`config.mk`:
```
export PLATFORM = sky130hd
export DESIGN_NAME = fifo_irq_unit
export DESIGN_NICKNAME = d
export VERILOG_FILES = /design/src/rtl/fiu_pkg.sv /design/src/rtl/fiu_fifo.sv /design/src/rtl/fiu_irq.sv /design/src/rtl/fifo_irq_unit.sv
export SDC_FILE = /design/constraint.sdc
export NUM_CORES = 1
export LEC_CHECK = 0
export BUFFER_PORTS_ARGS = -buffer_cell sky130_fd_sc_hd__buf_4
export CAP_MARGIN = 10
export CELL_PAD_IN_SITES_DETAIL_PLACEMENT = 1
export CELL_PAD_IN_SITES_GLOBAL_PLACEMENT = 2
export CORE_UTILIZATION = 48
export CTS_CLUSTER_DIAMETER = 60
export CTS_CLUSTER_SIZE = 24
export DETAILED_ROUTE_END_ITERATION = 8
export PLACE_DENSITY_LB_ADDON = 0.1
export RECOVER_POWER = 100
export SETUP_SLACK_MARGIN = 0.3
export SLEW_MARGIN = 20
export SYNTH_ARGS = -nofsm -noshare
export SYNTH_HDL_FRONTEND = slang
export SYNTH_SLANG_ARGS = --single-unit
```
`constraint.sdc`:
```
create_clock -name clk -period 7.1 [get_ports clk]
set_input_delay 1.42 -clock clk [delete_from_list [all_inputs] [get_ports clk]]
set_output_delay 1.42 -clock clk [all_outputs]
set_load 0.02 [all_outputs]
```
`src/rtl/fiu_pkg.sv`:
```
package fiu_pkg;
  localparam logic [3:0] A_CTRL  = 4'd0;
  localparam logic [3:0] A_STAT  = 4'd1;
  localparam logic [3:0] A_TXD   = 4'd2;
  localparam logic [3:0] A_RXD   = 4'd3;
  localparam logic [3:0] A_TXOCC = 4'd4;
  localparam logic [3:0] A_RXOCC = 4'd5;
  localparam logic [3:0] A_RXTHR = 4'd6;
  localparam logic [3:0] A_ISR   = 4'd7;
  localparam logic [3:0] A_IER   = 4'd8;
  localparam logic [3:0] A_GIE   = 4'd9;
  localparam logic [3:0] A_SRST  = 4'd10;
  localparam logic [31:0] SRST_KEY = 32'hA;
  localparam int IRQ_N = 8;
  // interrupt source bit positions
  localparam int IB_ARB  = 0;
  localparam int IB_ERR  = 1;
  localparam int IB_TXE  = 2;
  localparam int IB_RXT  = 3;
  localparam int IB_IDLE = 4;
  localparam int IB_TXH  = 7;
endpackage

```
`src/rtl/fiu_fifo.sv`:
```
module fiu_fifo #(
  parameter int W     = 8,
  parameter int DEPTH = 16,
  localparam int AW   = $clog2(DEPTH),
  localparam int CW   = $clog2(DEPTH + 1)
) (
  input  logic          clk,
  input  logic          rst_n,
  input  logic          clr,
  input  logic          push,
  input  logic [W-1:0]  push_data,
  input  logic          pop,
  output logic [W-1:0]  head,
  output logic [CW-1:0] count,
  output logic          full,
  output logic          empty
);
  logic [W-1:0]  mem [DEPTH];
  logic [AW-1:0] wp, rp;
  logic do_push, do_pop;

  assign full    = (count == CW'(DEPTH));
  assign empty   = (count == '0);
  assign do_push = push && !full;
  assign do_pop  = pop && !empty;
  assign head    = empty ? '0 : mem[rp];

  always_ff @(posedge clk) begin
    if (do_push) mem[wp] <= push_data;
  end

  always_ff @(posedge clk) begin
    if (!rst_n || clr) begin
      wp    <= '0;
      rp    <= '0;
      count <= '0;
    end else begin
      if (do_push) wp <= (wp == AW'(DEPTH - 1)) ? '0 : wp + 1'b1;
      if (do_pop)  rp <= (rp == AW'(DEPTH - 1)) ? '0 : rp + 1'b1;
      case ({do_push, do_pop})
        2'b10:   count <= count + 1'b1;
        2'b01:   count <= count - 1'b1;
        default: count <= count;
      endcase
    end
  end
endmodule

```
`src/rtl/fiu_irq.sv`:
```
module fiu_irq #(
  parameter int N = 8
) (
  input  logic         clk,
  input  logic         rst_n,
  input  logic         clr,
  input  logic [N-1:0] set_vec,
  input  logic [N-1:0] w1c_vec,
  output logic [N-1:0] isr
);
  // per bit: a set in the same cycle as a clearing write wins
  for (genvar i = 0; i < N; i++) begin : g_bit
    always_ff @(posedge clk) begin
      if (!rst_n || clr)   isr[i] <= 1'b0;
      else if (set_vec[i]) isr[i] <= 1'b1;
      else if (w1c_vec[i]) isr[i] <= 1'b0;
    end
  end
endmodule

```
`src/rtl/fifo_irq_unit.sv`:
```
module fifo_irq_unit
  import fiu_pkg::*;
#(
  parameter int DEPTH = 16,
  parameter int TXW   = 10,
  parameter int RXW   = 8,
  localparam int CW   = $clog2(DEPTH + 1),
  localparam int OW   = $clog2(DEPTH)
) (
  input  logic           clk,
  input  logic           rst_n,
  input  logic           reg_wr,
  input  logic           reg_rd,
  input  logic [3:0]     reg_addr,
  input  logic [31:0]    reg_wdata,
  output logic [31:0]    reg_rdata,
  output logic           tx_valid,
  input  logic           tx_ready,
  output logic [TXW-1:0] tx_data,
  input  logic           rx_valid,
  output logic           rx_ready,
  input  logic [RXW-1:0] rx_data,
  input  logic           bus_busy,
  input  logic           arb_lost,
  input  logic           xfer_err,
  output logic           irq
);
  logic srst, hold_q, gie_q;
  logic [OW-1:0] thr_q;
  logic [IRQ_N-1:0] ier_q, isr_q, set_vec, w1c_vec;
  logic [CW-1:0] tx_cnt, rx_cnt;
  logic tx_full, tx_empty, rx_full, rx_empty;
  logic [RXW-1:0] rx_head;

  assign srst = reg_wr && (reg_addr == A_SRST) && (reg_wdata == SRST_KEY);

  always_ff @(posedge clk) begin
    if (!rst_n || srst) begin
      hold_q <= 1'b0;
      thr_q  <= '0;
      ier_q  <= '0;
      gie_q  <= 1'b0;
    end else if (reg_wr) begin
      case (reg_addr)
        A_CTRL:  hold_q <= reg_wdata[1];
        A_RXTHR: thr_q  <= reg_wdata[OW-1:0];
        A_IER:   ier_q  <= reg_wdata[IRQ_N-1:0];
        A_GIE:   gie_q  <= reg_wdata[31];
        default: ;
      endcase
    end
  end

  fiu_fifo #(.W(TXW), .DEPTH(DEPTH)) u_txf (
    .clk, .rst_n,
    .clr       (srst || hold_q),
    .push      (reg_wr && (reg_addr == A_TXD) && !hold_q),
    .push_data (reg_wdata[TXW-1:0]),
    .pop       (tx_ready && !hold_q),
    .head      (tx_data),
    .count     (tx_cnt),
    .full      (tx_full),
    .empty     (tx_empty)
  );

  assign tx_valid = !tx_empty && !hold_q;
  assign rx_ready = !rx_full;

  fiu_fifo #(.W(RXW), .DEPTH(DEPTH)) u_rxf (
    .clk, .rst_n,
    .clr       (srst),
    .push      (rx_valid && rx_ready),
    .push_data (rx_data),
    .pop       (reg_rd && (reg_addr == A_RXD)),
    .head      (rx_head),
    .count     (rx_cnt),
    .full      (rx_full),
    .empty     (rx_empty)
  );

  always_comb begin
    set_vec          = '0;
    set_vec[IB_ARB]  = arb_lost;
    set_vec[IB_ERR]  = xfer_err;
    set_vec[IB_TXE]  = tx_empty;
    set_vec[IB_RXT]  = rx_cnt > {1'b0, thr_q};
    set_vec[IB_IDLE] = !bus_busy;
    set_vec[IB_TXH]  = tx_cnt <= CW'(DEPTH / 2);
    w1c_vec = (reg_wr && reg_addr == A_ISR) ? reg_wdata[IRQ_N-1:0] : '0;
  end

  fiu_irq #(.N(IRQ_N)) u_irq (
    .clk, .rst_n,
    .clr     (srst),
    .set_vec (set_vec),
    .w1c_vec (w1c_vec),
    .isr     (isr_q)
  );

  assign irq = gie_q && |(isr_q & ier_q);

  function automatic logic [OW-1:0] occ(input logic [CW-1:0] c);
    return (c == '0) ? '0 : OW'(c - 1'b1);
  endfunction

  always_comb begin
    reg_rdata = '0;
    case (reg_addr)
      A_CTRL:  reg_rdata[1] = hold_q;
      A_STAT:  reg_rdata[7:0] = {tx_empty, rx_empty, rx_full, tx_full, 1'b0, bus_busy, 2'b00};
      A_RXD:   reg_rdata[RXW-1:0] = rx_head;
      A_TXOCC: reg_rdata[OW-1:0] = occ(tx_cnt);
      A_RXOCC: reg_rdata[OW-1:0] = occ(rx_cnt);
      A_RXTHR: reg_rdata[OW-1:0] = thr_q;
      A_ISR:   reg_rdata[IRQ_N-1:0] = isr_q;
      A_IER:   reg_rdata[IRQ_N-1:0] = ier_q;
      A_GIE:   reg_rdata[31] = gie_q;
      default: ;
    endcase
  end
endmodule

```
==> flow_results.org <==
** Cells and area
- Layout fillers :: 2,800
- Area of the multi-input gates :: 4430 µm²
- For this run, the number of standard cells in the final layout without fillers is about 1.4k.
- Registers take between 9000 and 10,000 µm².
- Antenna Diode Count :: 0
- The net count of the finished layout is 1,036.
- Compared with the post-synthesis result, the final layout area differs by 11.1%.
- In the final layout, the share of cells above drive strength 1 is 17.9%.
- Final instance area :: approximately 16,000 µm²

** Setup path
- Worst reg2reg path depth :: 5
- End of the worst register-to-register path :: u_txf.mem[11][4]$_DFFE_PP_
- Source of the worst register-to-register timing path :: u_txf.count[0]$_SDFFE_PP0P_
- For the worst setup path, the data required time is 5.68 ns.
- The most critical setup path has its startpoint at reg_addr[1].
- Endpoint kind of the worst setup timing path :: output pin
- Longest individual stage delay on the worst path :: 0.73 ns
- Most frequent CP cell :: clkbuf_1
- Peak fanout along the critical path :: 19
- STA puts the critical path data arrival time at 4.03 ns.
- R2r setup slk :: 3.76 ns
- Following the worst setup path forward leads to its endpoint at reg_rdata[1].
- Critical path's slowest cell :: a2111oi_0
- CP Class :: in2out
- Traced cell by cell, the critical path runs through clkbuf_1, nor3b_1, buf_4, a32o_1, a2111oi_0, o311ai_0, clkbuf_1.
- Startpoint Class :: input port

** Power and ir drop
- Internal :: 3.29 mW
- Sequential cells account for 49.3% of the total power.
- Net switching is 27.2% of the power.
- Combinational share of power :: between 10% and 20%
- In this run the power density over the cells is 279 nW/µm².
- Overall power consumption after layout is estimated at 4.52 mW.
- Switching Power :: 1.23 mW
- Leakage power :: 5.12 nW
- Largest vdd supply drop :: 0.199 mV
- Per report_power, the clock group accounts for between 30% and 40% of the total.

** Drt
- The first detailed-routing pass ran for 4 iterations.
- Summing over every cut layer, the via total after detailed routing is 8,054.
- Drt via density :: 5.87
- Once detail routing completed, the nets flagged for antenna violations numbered 0.
- Count of unresolved DRC violations after routing :: 0
- For this block, the routed nets add up to 34,000 µm of wire.
- Number of DRC markers after the initial detailed-route iteration :: 470
- After detailed routing, the average wire length per cell comes to roughly 25 µm.

** Place
- The HPWL after detailed placement is around 23,000 µm.
- Buffers placed on the I/O ports in this run total 74.
- Instance area at placement :: 15,400 µm²
- Total placed cells including tap cells :: 1,321
- The congestion estimate from routability-driven global placement came to between 0.8 and 0.9.

** Global routing
- GRT Total Usage :: 22.3%
- Antenna violations before repair :: 0
- Largest net degree at the start of global routing :: 41
- Via count of the first global-routing pass :: between 8k and 9k
- Total overflow reported by the global router :: 0
- Global-route wire length before repair :: roughly 52,000 µm

** Timing
- In this run the tightest slew margin relative to its limit is -32.3%.
- The number of max-slew violations in the final report came to 100.
- At the pin with the least slew margin, the transition time is 1.98 ns.
- Setup TNS after final layout :: 0 ns
- Max Clock Freq :: roughly 180 MHz
- The number of failing hold endpoints at the final stage came to 0.
- Final period utilization :: between 70% and 80%
- Setup violations remaining at the end of the flow were counted as 0.
- Clk_skew :: 0.0295 ns
- Setup repair after global routing left no endpoint under its margin.
- The smallest clock period supported by the final layout is computed as between 5 and 6 ns.

** Synth
- Most used standard cells in the synthesized netlist :: 288 x edfxtp_1, 62 x mux4_2, 54 x dfxtp_1
- The mapped netlist covers ~15,000 µm².
- Main area contributors after synthesis :: edfxtp_1 59%, mux4_2 9.6%, dfxtp_1 7.4%, mux2i_1 2.5%, ha_1 1.9%
- Share of synthesized registers carrying an async set or reset :: 0%
- Synthesis inferred 342 register bits.
- Number of enable flip-flop cells after synthesis :: 288
- Fraction of post-synthesis cell area in the top cell type by area :: between 50 and 60%
- Leading area contributor after synthesis :: edfxtp_1
- The most used flip-flop cell after synthesis is edfxtp_1.
- Sequential cell area fraction in the yosys report :: about 67%
- Synthesis produced about 890 cells.
- Synthesis Warnings :: 0
- Yosys mapped the design onto 70 distinct sky130hd cell types.
- After synthesis, the mean cell area works out to 16.5 µm².
- Most frequent cell after synthesis :: edfxtp_1

** Status
- The final reports fail on max-capacitance violations, max-slew violations.
- Status :: finished, violations left

** Clocking
- The clock passes through at most 3 buffers.
- Counting every sink on the clock net gives 342.
- Buffers inserted to repair hold after CTS numbered 0.
- In this run, CTS created clock tree buffers numbering 28.
- CTS clock-pin slew for the worst setup and hold paths :: 0.09 ns
- The tree is rooted in a clkbuf_16.
- Gates resized during post-CTS repair numbered 0.
- In this run the number of H-tree levels came out at 1.
- Post-CTS timing repair inserted 0 buffers for setup.
- Clock latency on the worst-skew pair, taken at its later pin, is 0.57 ns.
- TritonCTS clock tree :: done

** Job
- MaxCap Viol Count :: 4

** Floorplan
- The floorplan step defined a die boundary enclosing 31,100 µm².
- Initial standard-cell utilization of the core :: 49.0%
- Number of top-level pins :: 98
- Area of the placeable core :: between 20,000 and 30,000 µm²
- Die Y-Extent :: 176 µm
- Cell row count :: 63
- Die Wd :: around 180 µm

** Min path
- Worst hold path type :: reg2reg
[how the worst min path moves through the flow]
| stage | slack (ns) | cells after the start | startpoint | to |
|---|---|---|---|---|
| finish | 0.49 | 2 | ier_q[6]$_SDFFE_PP0P_ | ier_q[6]$_SDFFE_PP0P_ |
| global placement | 0.46 | 2 | ier_q[5]$_SDFFE_PP0P_ | ier_q[5]$_SDFFE_PP0P_ |
| detailed placement | 0.47 | 2 | ier_q[6]$_SDFFE_PP0P_ | ier_q[6]$_SDFFE_PP0P_ |
| global route | 0.50 | 2 | ier_q[6]$_SDFFE_PP0P_ | ier_q[6]$_SDFFE_PP0P_ |
| floorplan | 0.43 | 2 | ier_q[5]$_SDFFE_PP0P_ | ier_q[5]$_SDFFE_PP0P_ |
| CTS | 0.49 | 2 | ier_q[6]$_SDFFE_PP0P_ | ier_q[6]$_SDFFE_PP0P_ |
[logic make-up (layout without fill, tap and decap cells)]
kind of cell / Yosys count / count (layout) / synth area share, %
DFF: 342 / 342 / 66.6
and+or+nand+nor: 219 / 219 / 8.87
muxes: 111 / 111 / 14.1
AOI/OAI and AO/OA: 88 / 88 / 4.04
buffers and inverters: 87 / 160 / 3.43
adders and majority gates: 22 / 22 / 1.88
xor gates and xnor gates: 18 / 18 / 1.08
other: 1 / 23 / 0.0257
[power groups by stage]
stage / clock (mW) / sequential, mW / combinational (mW)
floorplan: 0 / 2.26 / 0.489
global placement: 0 / 2.27 / 0.678
detailed placement: 0 / 2.27 / 0.703
CTS: 1.67 / 2.23 / 0.705
global route: 1.73 / 2.23 / 0.717
finish: 1.63 / 2.23 / 0.660
[metal layers]
metal | track usage (%) | vias to the layer above | wire length [µm] | share of wire (%)
met5 | 0 | - | 0 | 0
met4 | 5.50 | 0 | 740 | 2.2
met3 | 2.45 | 50 | 1050 | 3.1
met2 | 40.7 | 160 | 17900 | 53
met1 | 28.5 | 4208 | 14300 | 42
li1 | - | 3636 | - | -
[cells in the final DEF, fill, tap and decap left out, types with 4 or more instances in the layout]
cell / count
edfxtp_1: 288
mux4_2: 62
dfxtp_1: 53
clkbuf_1: 47
nor2_1: 46
buf_4: 43
a21oi_1: 39
mux2i_1: 36
nand3_1: 29
clkbuf_16: 29
nand2_1: 28
conb_1: 23
ha_1: 22
inv_1: 16
nor3_1: 14
nand2b_1: 10
mux4_1: 10
and2_0: 10
o22ai_1: 10
xnor2_1: 10
nand4_1: 9
nor2b_1: 9
clkinv_8: 9
nor4_1: 8
xor2_1: 8
and3_1: 7
or3_1: 6
nand4b_1: 6
nand4bb_1: 5
nor3b_1: 5
o21ai_0: 5
inv_6: 5
a32oi_1: 4
and2_1: 4
a32o_1: 4
[sequential cells by signal, summed over array words and instances, names as in the netlist, 5 cells and up, named ones only]
| register | count |
|---|---|
| u_txf.mem | 160 |
| u_rxf.count | 5 |
| u_rxf.mem | 128 |
| u_irq.isr | 6 |
| u_txf.count | 5 |
| ier_q | 8 |
[metrics by stage]
step                util (%)  setup slack, ns  hold slack, ns
floorplan                  -             2.81           0.432
global placement        51.8             1.98           0.461
detailed placement      51.8             1.94           0.475
CTS                     55.2             1.93           0.487
global route            54.5             1.42           0.496
finish                  54.5             1.65           0.490
[cell type report]
type	instances	share of cell area [%]
Clock buffer	30	4.56
Timing Repair Buffer	91	3.11
Sequential cell	342	60.0
Inverter	17	0.401
Multi-Input combinational cell	481	27.3
Tap cell	390	3.01
Clock inverter	22	1.68
[worst max-delay path: cells and delay by family]
kind                   cells  cell delay (ns)
AOI/OAI and AO/OA          3             1.39
buffers and inverters      3             1.09
and+or+nand+nor            1             0.12
(Power assumes the default switching activity.)
